[src/rtl/pmrp_pkg.sv]
package pmrp_pkg;

    localparam int REG_W = 32;
    localparam int DLY_W = 14;

    localparam int CH_INIT = 0;
    localparam int CH_PRST = 1;
    localparam int NCH     = 2;

    typedef enum logic [1:0] {
        PD_10US  = 2'b00,
        PD_100US = 2'b01,
        PD_1MS   = 2'b10,
        PD_10MS  = 2'b11
    } pd_code_t;

    typedef struct packed {
        logic     shut_rst;
        logic     no_reboot;
        logic     sx_to_en;
        pd_code_t pd_dly;
    } policy_t;

    function automatic logic [DLY_W-1:0] pd_ticks(pd_code_t c);
        logic [DLY_W-1:0] t;
        case (c)
            PD_10US:  t = DLY_W'(10);
            PD_100US: t = DLY_W'(100);
            PD_1MS:   t = DLY_W'(1000);
            PD_10MS:  t = DLY_W'(10000);
            default:  t = DLY_W'(10000);
        endcase
        return t;
    endfunction

    function automatic logic [REG_W-1:0] pack_policy(policy_t p);
        return {26'b0, p.shut_rst, p.no_reboot, p.sx_to_en, 1'b0, p.pd_dly};
    endfunction

endpackage

[src/rtl/pmrp_regs.sv]
module pmrp_regs
    import pmrp_pkg::*;
(
    input  logic    clk,
    input  logic    rst,
    input  logic    wr_en,
    input  policy_t wr_pol,
    input  logic    pwrok,
    input  logic    strap,
    input  logic    prst_active,
    output policy_t pol,
    output logic    strap_lock
);

    logic pwrok_q;

    always_ff @(posedge clk) begin
        if (rst) begin
            pol        <= '0;
            pwrok_q    <= 1'b0;
            strap_lock <= 1'b0;
        end else begin
            pwrok_q <= pwrok;
            if (wr_en) begin
                pol.shut_rst  <= wr_pol.shut_rst;
                pol.no_reboot <= wr_pol.no_reboot | strap_lock;
                pol.sx_to_en  <= wr_pol.sx_to_en;
                pol.pd_dly    <= wr_pol.pd_dly;
            end
            if (pwrok && !pwrok_q) begin
                pol.no_reboot <= strap;
                strap_lock    <= strap;
            end
            if (prst_active) begin
                pol.shut_rst <= 1'b0;
            end
        end
    end

endmodule

[src/rtl/pmrp_wdt.sv]
module pmrp_wdt #(
    parameter int unsigned TICKS = 4096
) (
    input  logic clk,
    input  logic rst,
    input  logic tick,
    input  logic kick,
    input  logic no_reboot,
    output logic smi,
    output logic reboot
);

    localparam int CW = $clog2(TICKS + 1);
    localparam logic [CW-1:0] LOAD = CW'(TICKS);

    logic [CW-1:0] cnt;
    logic          armed;

    always_ff @(posedge clk) begin
        if (rst) begin
            cnt    <= LOAD;
            armed  <= 1'b0;
            smi    <= 1'b0;
            reboot <= 1'b0;
        end else begin
            smi    <= 1'b0;
            reboot <= 1'b0;
            if (kick) begin
                cnt   <= LOAD;
                armed <= 1'b0;
            end else if (tick) begin
                if (cnt <= CW'(1)) begin
                    cnt <= LOAD;
                    if (armed) begin
                        armed  <= 1'b0;
                        reboot <= !no_reboot;
                    end else begin
                        armed <= 1'b1;
                        smi   <= 1'b1;
                    end
                end else begin
                    cnt <= cnt - CW'(1);
                end
            end
        end
    end

endmodule

[src/rtl/pmrp_sleep_sup.sv]
module pmrp_sleep_sup #(
    parameter int unsigned TO_US = 16000
) (
    input  logic clk,
    input  logic rst,
    input  logic tick,
    input  logic req,
    input  logic done,
    input  logic enable,
    output logic s5_rst
);

    localparam int CW = $clog2(TO_US + 1);
    localparam logic [CW-1:0] LAST = CW'(TO_US - 1);

    logic [CW-1:0] cnt;
    logic          active;

    always_ff @(posedge clk) begin
        if (rst) begin
            cnt    <= '0;
            active <= 1'b0;
            s5_rst <= 1'b0;
        end else begin
            s5_rst <= 1'b0;
            if (done) begin
                active <= 1'b0;
            end else if (req) begin
                active <= 1'b1;
                cnt    <= '0;
            end else if (active && tick) begin
                if (cnt == LAST) begin
                    active <= 1'b0;
                    s5_rst <= enable;
                end else begin
                    cnt <= cnt + CW'(1);
                end
            end
        end
    end

endmodule

[src/rtl/pmrp_pll_seq.sv]
module pmrp_pll_seq
    import pmrp_pkg::*;
(
    input  logic     clk,
    input  logic     rst,
    input  logic     tick,
    input  logic     pwrgood,
    input  pd_code_t code,
    output logic     pll_en
);

    logic             pg_q;
    logic             running;
    logic [DLY_W-1:0] cnt;
    logic [DLY_W-1:0] limit;

    always_ff @(posedge clk) begin
        if (rst) begin
            pg_q    <= 1'b0;
            running <= 1'b0;
            cnt     <= '0;
            limit   <= '0;
            pll_en  <= 1'b0;
        end else begin
            pg_q <= pwrgood;
            if (pwrgood) begin
                pll_en  <= 1'b1;
                running <= 1'b0;
            end else if (pg_q) begin
                running <= 1'b1;
                cnt     <= '0;
                limit   <= pd_ticks(code);
            end else if (running && tick) begin
                if (cnt == limit - DLY_W'(1)) begin
                    pll_en  <= 1'b0;
                    running <= 1'b0;
                end else begin
                    cnt <= cnt + DLY_W'(1);
                end
            end
        end
    end

endmodule

[src/rtl/pmrp_stretch.sv]
module pmrp_stretch #(
    parameter int unsigned W = 16
) (
    input  logic clk,
    input  logic rst,
    input  logic trig,
    output logic pulse
);

    localparam int CW = $clog2(W + 1);

    logic [CW-1:0] cnt;

    always_ff @(posedge clk) begin
        if (rst) begin
            cnt   <= '0;
            pulse <= 1'b0;
        end else if (trig) begin
            cnt   <= CW'(W - 1);
            pulse <= 1'b1;
        end else if (cnt != '0) begin
            cnt <= cnt - CW'(1);
        end else begin
            pulse <= 1'b0;
        end
    end

endmodule

[src/rtl/pmrp_ctrl.sv]
module pmrp_ctrl
    import pmrp_pkg::*;
#(
    parameter int unsigned WDT_TICKS   = 4096,
    parameter int unsigned SLEEP_TO_US = 16000,
    parameter int unsigned PULSE_W     = 16
) (
    input  logic              clk,
    input  logic              rst,
    input  logic              tick_us,
    input  logic              reg_wr,
    input  logic [REG_W-1:0]  reg_wdata,
    output logic [REG_W-1:0]  reg_rdata,
    input  logic              core_pwrok,
    input  logic              noreboot_strap,
    input  logic              shutdown_msg,
    input  logic              wdt_kick,
    input  logic              sleep_req,
    input  logic              sleep_done,
    input  logic              cpu_pwrgood,
    output logic              init_o,
    output logic              plat_rst_o,
    output logic              smi_o,
    output logic              reboot_o,
    output logic              s5_rst_o,
    output logic              pll_en_o
);

    policy_t          pol;
    policy_t          wr_pol;
    logic             strap_lock;
    logic [NCH-1:0]   trig;
    logic [NCH-1:0]   pulse;

    always_comb begin
        wr_pol.shut_rst  = reg_wdata[5];
        wr_pol.no_reboot = reg_wdata[4];
        wr_pol.sx_to_en  = reg_wdata[3];
        wr_pol.pd_dly    = pd_code_t'(reg_wdata[1:0]);
    end

    pmrp_regs u_regs (
        .clk         (clk),
        .rst         (rst),
        .wr_en       (reg_wr),
        .wr_pol      (wr_pol),
        .pwrok       (core_pwrok),
        .strap       (noreboot_strap),
        .prst_active (pulse[CH_PRST]),
        .pol         (pol),
        .strap_lock  (strap_lock)
    );

    assign reg_rdata = pack_policy(pol);

    assign trig[CH_INIT] = shutdown_msg & ~pol.shut_rst;
    assign trig[CH_PRST] = shutdown_msg &  pol.shut_rst;

    for (genvar g = 0; g < NCH; g++) begin : g_pulse
        pmrp_stretch #(.W(PULSE_W)) u_str (
            .clk   (clk),
            .rst   (rst),
            .trig  (trig[g]),
            .pulse (pulse[g])
        );
    end

    assign init_o     = pulse[CH_INIT];
    assign plat_rst_o = pulse[CH_PRST];

    pmrp_wdt #(.TICKS(WDT_TICKS)) u_wdt (
        .clk       (clk),
        .rst       (rst),
        .tick      (tick_us),
        .kick      (wdt_kick),
        .no_reboot (pol.no_reboot),
        .smi       (smi_o),
        .reboot    (reboot_o)
    );

    pmrp_sleep_sup #(.TO_US(SLEEP_TO_US)) u_sleep (
        .clk    (clk),
        .rst    (rst),
        .tick   (tick_us),
        .req    (sleep_req),
        .done   (sleep_done),
        .enable (pol.sx_to_en),
        .s5_rst (s5_rst_o)
    );

    pmrp_pll_seq u_pll (
        .clk     (clk),
        .rst     (rst),
        .tick    (tick_us),
        .pwrgood (cpu_pwrgood),
        .code    (pol.pd_dly),
        .pll_en  (pll_en_o)
    );

endmodule

[config.mk]
export PLATFORM = sky130hd
export DESIGN_NAME = pmrp_ctrl
export DESIGN_NICKNAME = d
export VERILOG_FILES = /design/src/rtl/pmrp_pkg.sv /design/src/rtl/pmrp_regs.sv /design/src/rtl/pmrp_wdt.sv /design/src/rtl/pmrp_sleep_sup.sv /design/src/rtl/pmrp_pll_seq.sv /design/src/rtl/pmrp_stretch.sv /design/src/rtl/pmrp_ctrl.sv
export SDC_FILE = /design/constraint.sdc
export NUM_CORES = 1
export LEC_CHECK = 0
export BUFFER_PORTS_ARGS = -buffer_cell sky130_fd_sc_hd__buf_2
export CAP_MARGIN = 20
export CORE_MARGIN = 3
export CORE_UTILIZATION = 30
export CTS_CLUSTER_SIZE = 30
export DETAILED_ROUTE_END_ITERATION = 7
export PLACE_DENSITY = 0.52
export SETUP_SLACK_MARGIN = 0.2
export SLEW_MARGIN = 20
export SYNTH_ARGS = -nofsm -noshare
export SYNTH_HDL_FRONTEND = slang
export SYNTH_SLANG_ARGS = --single-unit
[constraint.sdc]
create_clock -name clk -period 5.6 [get_ports clk]
set_input_delay 1.12 -clock clk [delete_from_list [all_inputs] [get_ports clk]]
set_output_delay 1.12 -clock clk [all_outputs]
set_load 0.05 [all_outputs]
==> results of run 1 <==
==> cells in the final DEF (no fill, tap or decap), types with 4 or more instances in the layout <==
master / instances
nor2_1: 57
ha_1: 11
xnor2_1: 28
nor3b_1: 5
nor2b_1: 4
or3_1: 11
nand3b_1: 4
nand3_1: 12
nand4_1: 5
xor2_1: 8
dfxtp_1: 75
nand2b_1: 9
and3_1: 5
clkbuf_16: 9
conb_1: 27
nor3_1: 17
buf_2: 26
nand2_1: 46
nor4_1: 8
o21ai_0: 9
inv_1: 22
mux2i_1: 10
a21oi_1: 30
==> flip-flops by register name, summed over array words and instances, names as in the netlist, 2 cells and up <==
signal	cells
g_pulse.u_str.cnt	10
u_pll.cnt	14
u_wdt.cnt	13
u_regs.pol	5
u_pll.limit	7
u_sleep.cnt	14
g_pulse.u_str.pulse	2
==> path summary, 6_finish.rpt <==
path / start / endpoint / slack (ns) / cells past startpoint
setup reg to reg: u_pll.limit[1]$_SDFFE_PP0P_ / u_pll.cnt[11]$_SDFFE_PP0P_ / 2.72 / 9
hold reg to reg: u_wdt.armed$_SDFFE_PP0P_ / u_wdt.smi$_SDFF_PP0_ / 0.45 / 1
hold / removal: u_wdt.armed$_SDFFE_PP0P_ / u_wdt.smi$_SDFF_PP0_ / 0.45 / 1
setup / recovery: u_pll.limit[1]$_SDFFE_PP0P_ / u_pll.cnt[11]$_SDFFE_PP0P_ / 2.72 / 9
==> layer usage <==
layer | share of wire, % | track usage (%) | routed length (µm) | up-vias
li1 | - | - | - | 1609
met1 | 50 | 16.5 | 4000 | 1380
met2 | 43 | 17.8 | 3440 | 56
met3 | 4.3 | 2.15 | 337 | 11
met4 | 1.9 | 5.37 | 148 | 0
met5 | 0 | 0 | 0 | -
==> worst max-delay path: cells and delay by family, from the launching register on <==
kind	cells	cell delay (ns)
adder cells (fa/ha/maj)	1	0.32
AO/OA/AOI/OAI	4	0.92
AND/OR/NAND/NOR	2	0.85
buffers and inverters	1	0.07
flip-flops	1	0.46
multiplexers	1	0.18
==> final cells by class <==
cell class	count	area, µm²	area share, %
multi-input cells	355	2140	49.0
flip-flops and latches	75	1500	34.3
clock inverters	5	52.6	1.20
clock buffers	11	243	5.55
well taps	172	215	4.92
repair buffers	27	138	3.15
inverters	22	82.6	1.89
==> per-stage QoR <==
stage / instance area (µm²) / utilization (%) / power [W] / hold WS [ns] / cells
2_1_floorplan: 4010 / - / 0.000828 / 0.418 / 498
3_3_place_gp: 4080 / 32.2 / 0.000850 / 0.434 / 651
3_5_place_dp: 4080 / 32.2 / 0.000853 / 0.440 / 651
4_1_cts: 4380 / 34.5 / 0.00144 / 0.452 / 667
5_1_grt: 4380 / 34.5 / 0.00150 / 0.473 / 667
6_report: 4380 / 34.5 / 0.00141 / 0.450 / 667
==> cell families after synthesis <==
group | share of synthesized area (%)
DFF | 38.4
buffers and inverters | 9.31
muxes | 2.56
and+or+nand+nor | 25.1
xor gates and xnor gates | 8.06
AOI/OAI and AO/OA | 12.9
other | 0.0959
adders and majority gates | 3.52
==> where the power goes <==
part           internal (W)  leakage [nW]  switching (W)
Combinational     0.0000892         0.959       0.000159
Clock              0.000355         0.145       0.000220
Sequential         0.000566         0.611      0.0000263
==> results.json, run 1 <==
{
  "status": "finished, final reports clean",
  "drive_gt1_share_pct": 10.9,
  "cts_root_buf": "clkbuf_16",
  "cp_slowest_stage_delay_ns": 0.68,
  "p_leak_nw": 1.72,
  "vias_per_cell": 4.58,
  "worst_pin_slew_ns": 0.724,
  "ys_ff_latch": 75,
  "clockBufferDepth": 2,
  "clock-sinks": 75,
  "clk_latency_ns": 0.33,
  "crit_chain": "inv_1 > ha_1 > o21ba_2 > a221oi_1 > a41oi_1 > nor4_2 > a21oi_2 > nand4_1 > mux2i_1",
  "fp.dieW_um": 120,
  "synthCells": 472,
  "synth_top_area_cell": "dfxtp_1",
  "max_freq_mhz": 347,
  "rsz0062_at_grt": "no",
  "fin_worst_skew_ns": 0.00414,
  "p_per_area_nw_per_um2": 323,
  "cts_hold_buf": 0,
  "crit_fanout": 9,
  "cts_setup_buffers": 0,
  "rows": 41,
  "start_util_pct": 30.9,
  "dp.final_hpwl_um": 5760,
  "setup_viol": 0,
  "syn-cell-area_um2": 3910,
  "grt_pass1_wl_um": 14000,
  "slew_violations": 0,
  "wl_per_cell_um": 11.9,
  "synth.area.top_cells": "dfxtp_1, xnor2_1, buf_4",
  "portBuffers": 26,
  "hold_viol": 0,
  "layout.nets": 544,
  "cp.required_ns": 5.86,
  "wl_um": 7920,
  "die_area_um2": 14400,
  "drcViolationCount": 0,
  "ys_async_sr_fraction_pct": 0,
  "slowest_stage": "nor4_2",
  "grt_remaining_overflow": 0,
  "period_minus_slack_ns": 2.88,
  "finalCritPeriodShare_pct": 51.4,
  "synth_top_area_share_pct": 38.4,
  "dr.pass1.iters": 4,
  "h-tree-depth": 3,
  "vias": 3056,
  "ir_worst_vdd_uv": 179,
  "hold_path.class": "reg2reg",
  "post-place-ws_ns": 2.59,
  "fin_ws_ns": 2.72,
  "max_cap_violations": 0,
  "numCtsBuffers": 9,
  "setup_tns_ns": 0,
  "core_area_um2": 12700,
  "drtIter0Drc": 165,
  "clk_pin_slew_ns": 0.06,
  "num-fill-cells": 1321,
  "synthTopCellsByCount": "dfxtp_1, nor2_1, nand2_1",
  "fp.dieH_um": 120,
  "antenna_found_initial": 0,
  "grt_max_degree": 40,
  "crit_path_start_kind": "flop",
  "n_antenna_cell": 0,
  "track_usage_pct": 11.8,
  "cts_resized": 0,
  "syn_avg_cell_area_um2": 8.29,
  "seq_area_frac_synth_pct": 38.4,
  "syn2layout_area_growth_pct": 11.9,
  "yosysWarnings": 0,
  "endpoint_kind": "flop",
  "io_pins": 81,
  "synth_edf_count": 0,
  "synth.most_common_cell": "dfxtp_1",
  "synth.distinct_cells": 56,
  "synth-main-ff-cell": "dfxtp_1",
  "slew-limit-headroom_pct": 51.7,
  "gp_congestion": 0.765,
  "grt_pass1_vias": 2884,
  "cts_tree": "done",
  "critPathArrivalTime_ns": 3.14,
  "crit_type": "reg2reg",
  "detail-route-antenna-nets": 0
}
Power figures use the tool's default switching activity.
==> inputs of run 2 (changes only) <==
--- a/config.mk
+++ b/config.mk
@@ -11,7 +11,7 @@
 export CORE_UTILIZATION = 30
 export CTS_CLUSTER_SIZE = 30
 export DETAILED_ROUTE_END_ITERATION = 7
-export PLACE_DENSITY = 0.52
+export PLACE_DENSITY = 0.54
 export SETUP_SLACK_MARGIN = 0.2
 export SLEW_MARGIN = 20
 export SYNTH_ARGS = -nofsm -noshare
==> constraint.sdc (replaced) <==
create_clock -name clk -period 2.3 [get_ports clk]
set_input_delay 0.46 -clock clk [delete_from_list [all_inputs] [get_ports clk]]
set_output_delay 0.46 -clock clk [all_outputs]
set_load 0.05 [all_outputs]
==> results.json, run 2 (synthesis gave the netlist of run 1 again) <==
{
  "max_freq_mhz": 391,
  "drtIter0Drc": 85,
  "fin_worst_skew_ns": 0.00610,
  "critPathArrivalTime_ns": 2.77,
  "cp.required_ns": 2.51,
  "clock-sinks": 75,
  "r2r_start": "u_pll.limit[6]$_SDFFE_PP0P_",
  "slew-limit-headroom_pct": 59.9,
  "crit_type": "reg2reg",
  "rows": 41,
  "vias_per_cell": 4.70,
  "p_per_area_nw_per_um2": 697,
  "placed_cells_incl_taps": 686,
  "top_regs": "u_pll.cnt (14), u_sleep.cnt (14), u_wdt.cnt (13)",
  "p_leak_nw": 2.02,
  "cpLargestDelayFamily": "simple AND/OR/NAND/NOR gates",
  "rrSetupSlack_ns": -0.26,
  "wl_per_cell_um": 12.7,
  "r2r-end": "u_pll.cnt[12]$_SDFFE_PP0P_",
  "drive_gt1_share_pct": 23.5,
  "fp.dieH_um": 120,
  "portBuffers": 26,
  "crit_chain": "or4_4 > or3_4 > o211ai_4 > nor4_4 > buf_4 > a2111oi_4 > xnor2_1 > nor2_1",
  "cp_slowest_stage_delay_ns": 0.58,
  "path_depth": 8,
  "dp.final_hpwl_um": 6510,
  "crit_buf_inv": 1,
  "numCtsBuffers": 9,
  "clockBufferDepth": 2,
  "globalRouteMet3Util_pct": 2.90,
  "fp.dieW_um": 120,
  "start_util_pct": 30.9,
  "period_minus_slack_ns": 2.56,
  "final_cells": 713,
  "gp_congestion": 0.799,
  "fin_ws_ns": -0.259,
  "clk_latency_ns": 0.33,
  "cts_root_buf": "clkbuf_16",
  "endpoint_kind": "flop",
  "grt_pass1_wl_um": 14600,
  "met1_usage_pct": 15.2,
  "hold_path.class": "in2reg",
  "crit_fanout": 5,
  "antenna_found_initial": 0,
  "n_antenna_cell": 0,
  "mostFrequentLayoutCells": "dfxtp_1, nor2_1, nand2_1, buf_4",
  "vias": 3350,
  "ir_worst_vdd_uv": 439,
  "max_cap_violations": 0,
  "syn2layout_area_growth_pct": 29.0,
  "grt_pass1_vias": 3104,
  "crit_path_end": "u_pll.cnt[12]$_SDFFE_PP0P_",
  "slowest_stage": "or4_4",
  "power_w": 0.00352,
  "final_common_cell": "dfxtp_1",
  "violations": "setup timing",
  "busiest_layer": "met2",
  "crit_path_start_kind": "flop",
  "status": "finished with violations",
  "track_usage_pct": 12.5,
  "slew_violations": 0,
  "layout.nets": 592,
  "hold_viol": 0,
  "rsz0062_at_grt": "yes",
  "setup_viol": 15,
  "cts_tree": "done",
  "globalRouteMet2Util_pct": 21.3,
  "grt_max_degree": 16,
  "reg2reg_depth": 8,
  "detail-route-antenna-nets": 0,
  "die_area_um2": 14400,
  "clk_pin_slew_ns": 0.06,
  "h-tree-depth": 3,
  "finalCritPeriodShare_pct": 111,
  "drcViolationCount": 0,
  "wl_um": 9070,
  "io_pins": 81,
  "cp-startpoint": "u_pll.limit[6]$_SDFFE_PP0P_",
  "core_area_um2": 12700,
  "dr.pass1.iters": 4,
  "worst_pin_slew_ns": 0.597,
  "grt_remaining_overflow": 0
}
run 2: how the worst min path moves through the flow:
stage	cells after the start	end	from
after global placement	1	u_wdt.smi$_SDFF_PP0_	u_wdt.armed$_SDFFE_PP0P_
after detailed placement	1	u_wdt.smi$_SDFF_PP0_	u_wdt.armed$_SDFFE_PP0P_
after CTS	2	u_pll.running$_SDFFE_PP0P_	cpu_pwrgood
after floorplan	1	u_wdt.smi$_SDFF_PP0_	u_wdt.armed$_SDFFE_PP0P_
after global routing	2	u_pll.running$_SDFFE_PP0P_	cpu_pwrgood
final	2	u_pll.running$_SDFFE_PP0P_	cpu_pwrgood
run 2: per-stage QoR:
stage	TNS [ns]	setup WS [ns]	instance area (µm²)	hold WS (ns)	util [%]
after CTS	-1.17	-0.131	4800	0.329	37.9
after floorplan	-0.0369	-0.0310	4110	0.418	-
after detailed placement	-1.21	-0.163	4430	0.439	35.0
after global placement	-0.956	-0.151	4430	0.429	35.0
final	-2.83	-0.259	5040	0.361	39.8
after global routing	-3.73	-0.298	5040	0.356	39.8
run 2: timing repair:
action,CTS,global route
pin swaps,12,24
endpoints found under the setup margin,43,34
buffers inserted,2,11
hold buffers,0,0
cloned,0,0
gates resized for setup,13,24
run 2: where the power goes:
| group | switching [W] | internal (W) | leakage, nW |
|---|---|---|---|
| sequential | 0.0000651 | 0.00138 | 0.612 |
| combinational | 0.000429 | 0.000281 | 1.27 |
| clock | 0.000508 | 0.000853 | 0.141 |
run 2: cell type report:
type / count / area, µm²
clock buffer: 11 / 243
clock inverter: 3 / 40.0
fill: 1287 / 7630
inverter: 22 / 85.1
multi-input combinational: 355 / 2430
sequential: 75 / 1510
tap: 172 / 215
timing repair buffer: 75 / 526
run 2: per-layer routing:
metal | share of wire [%] | wire, µm | up-vias
met4 | 2.7 | 242 | 0
met2 | 49 | 4440 | 62
met3 | 3.5 | 315 | 23
met5 | 0 | 0 | -
met1 | 45 | 4070 | 1569
li1 | - | - | 1696
==> inputs of run 3 (changes only) <==
--- a/config.mk
+++ b/config.mk
@@ -5,15 +5,15 @@
 export SDC_FILE = /design/constraint.sdc
 export NUM_CORES = 1
 export LEC_CHECK = 0
-export BUFFER_PORTS_ARGS = -buffer_cell sky130_fd_sc_hd__buf_2
 export CAP_MARGIN = 20
 export CORE_MARGIN = 3
 export CORE_UTILIZATION = 30
 export CTS_CLUSTER_SIZE = 30
 export DETAILED_ROUTE_END_ITERATION = 7
-export PLACE_DENSITY = 0.54
+export DONT_BUFFER_PORTS = 1
+export PLACE_DENSITY = 0.48
 export SETUP_SLACK_MARGIN = 0.2
-export SLEW_MARGIN = 20
+export SLEW_MARGIN = 15
 export SYNTH_ARGS = -nofsm -noshare
 export SYNTH_HDL_FRONTEND = slang
 export SYNTH_SLANG_ARGS = --single-unit
==> results.json, run 3 (synthesis gave the netlist of run 1 again) <==
{
  "status": "finished with violations",
  "violations": "setup timing",
  "globalRouteMet2Util_pct": 20.4,
  "numCtsBuffers": 9,
  "grt_remaining_overflow": 0,
  "multi_input_area_um2": 2420,
  "start_util_pct": 30.9,
  "vias": 3117,
  "finalCritPeriodShare_pct": 109,
  "final_cells": 683,
  "n_antenna_cell": 0,
  "dp.final_hpwl_um": 6170,
  "pwr-share-seq_pct": 40.4,
  "met1_usage_pct": 15.0,
  "p_leak_nw": 1.90,
  "fin_ws_ns": -0.197,
  "h-tree-depth": 3,
  "cts_root_buf": "clkbuf_16",
  "track_usage_pct": 12.3,
  "max_freq_mhz": 400,
  "max_cap_violations": 0,
  "setup_tns_ns": -1.55,
  "design_area_um2": 4910,
  "cts_tree": "done",
  "post-place-ws_ns": -0.203,
  "globalRouteMet3Util_pct": 3.04,
  "rows": 41,
  "grt_pass1_vias": 2966,
  "crit_type": "reg2reg",
  "fp.dieH_um": 120,
  "period_minus_slack_ns": 2.50,
  "grt_max_degree": 40,
  "clock-sinks": 75,
  "clk_latency_ns": 0.33,
  "portBuffers": 0,
  "power.switching_w": 0.000990,
  "gp_congestion": 0.764,
  "fp.dieW_um": 120,
  "hold_viol": 0,
  "busiest_layer": "met2",
  "p_comb_share_pct": 17.7,
  "core_area_um2": 12700,
  "setup_viol": 14,
  "slew-limit-headroom_pct": 55.2,
  "drtIter0Drc": 113,
  "p_clk_share_pct": 41.9,
  "top_regs": "u_pll.cnt (14), u_sleep.cnt (14), u_wdt.cnt (13)",
  "worst_pin_slew_ns": 0.671,
  "final_common_cell": "dfxtp_1",
  "crit_fanout": 5,
  "power_w": 0.00365,
  "detail-route-antenna-nets": 0,
  "grt_pass1_wl_um": 14100,
  "p_per_area_nw_per_um2": 744,
  "drcViolationCount": 0,
  "wl_um": 8660,
  "fin_worst_skew_ns": 0.00474,
  "endpoint_kind": "flop",
  "crit_path_start_kind": "flop",
  "mostFrequentLayoutCells": "dfxtp_1, nor2_1, nand2_1",
  "clk_pin_slew_ns": 0.06,
  "ir_worst_vdd_uv": 387,
  "slew_violations": 0,
  "wl_per_cell_um": 12.7,
  "drive_gt1_share_pct": 20.9,
  "antenna_found_initial": 0,
  "final-seq-area_um2": 1510,
  "dr.pass1.iters": 4,
  "cp.required_ns": 2.51,
  "syn2layout_area_growth_pct": 25.5,
  "layout.nets": 560,
  "vias_per_cell": 4.56,
  "num-fill-cells": 1300,
  "placed_cells_incl_taps": 657,
  "internal-power_w": 0.00266,
  "clockBufferDepth": 2,
  "hold_path.class": "in2reg",
  "rsz0062_at_grt": "yes",
  "swShare_pct": 27.1,
  "io_pins": 81,
  "critPathArrivalTime_ns": 2.70,
  "placed_area_um2": 4270,
  "die_area_um2": 14400
}
==> run 3: cell count changes in the layout (fill, tap and decap cells not counted), sizes merged <==
cell	delta
bufinv	+1
inv	+1
clkbuf	+1
buf	-32
clkinv	-1
==> run 3: worst paths after layout <==
check                                  startpoint                                   end  slack (ns)  cells after the start
max reg2reg          u_pll.limit[10]$_SDFFE_PP0P_             u_pll.cnt[5]$_SDFFE_PP0P_       -0.20                      9
max                  u_pll.limit[10]$_SDFFE_PP0P_             u_pll.cnt[5]$_SDFFE_PP0P_       -0.20                      9
min                                   cpu_pwrgood            u_pll.running$_SDFFE_PP0P_        0.19                      1
min reg2reg  g_pulse[1].u_str.cnt[4]$_SDFFE_PP0P_  g_pulse[1].u_str.cnt[4]$_SDFFE_PP0P_        0.45                      1
==> run 3: cell type report <==
class,instances,area share [%]
sequential,75,30.8
multi-input combinational,355,49.3
tap,172,4.39
clock buffer,12,5.23
clock inverter,4,1.45
timing repair buffer,43,7.06
inverter,22,1.73
==> run 3: critical path, cell delays in order, from the launching register on <==
cell	delay [ns]
dfxtp_2	0.32
or4_4	0.58
or3_4	0.38
a22oi_2	0.22
a211oi_4	0.06
buf_12	0.15
buf_8	0.12
a2111oi_2	0.32
xnor2_1	0.16
nor2_1	0.06
==> run 3: power groups by stage <==
stage | clock, W | sequential [W] | combinational (W)
after floorplan | 0 | 0.00148 | 0.000550
after global placement | 0 | 0.00150 | 0.000575
after detailed placement | 0 | 0.00150 | 0.000589
after CTS | 0.00158 | 0.00147 | 0.000602
after global routing | 0.00164 | 0.00149 | 0.000725
final | 0.00153 | 0.00147 | 0.000646
==> run 3: timing repair <==
item / 4_1_cts / 5_1_grt
endpoints found under the setup margin: 30 / 43
resized for setup: 11 / 33
setup buffers: 4 / 6
pin swaps: 6 / 8
hold buffers: 0 / 0
==> run 3: through the flow <==
step | util (%) | hold slack [ns]
after global placement | 33.7 | 0.435
final | 38.7 | 0.189
after detailed placement | 33.7 | 0.443
after floorplan | - | 0.418
after CTS | 37.0 | 0.174
after global routing | 38.7 | 0.173
==> run 3: per-layer routing <==
layer | vias to the layer above | part of all wire (%)
met3 | 13 | 3.4
met4 | 0 | 2.0
met2 | 36 | 48
li1 | 1634 | -
met1 | 1434 | 46
met5 | - | 0
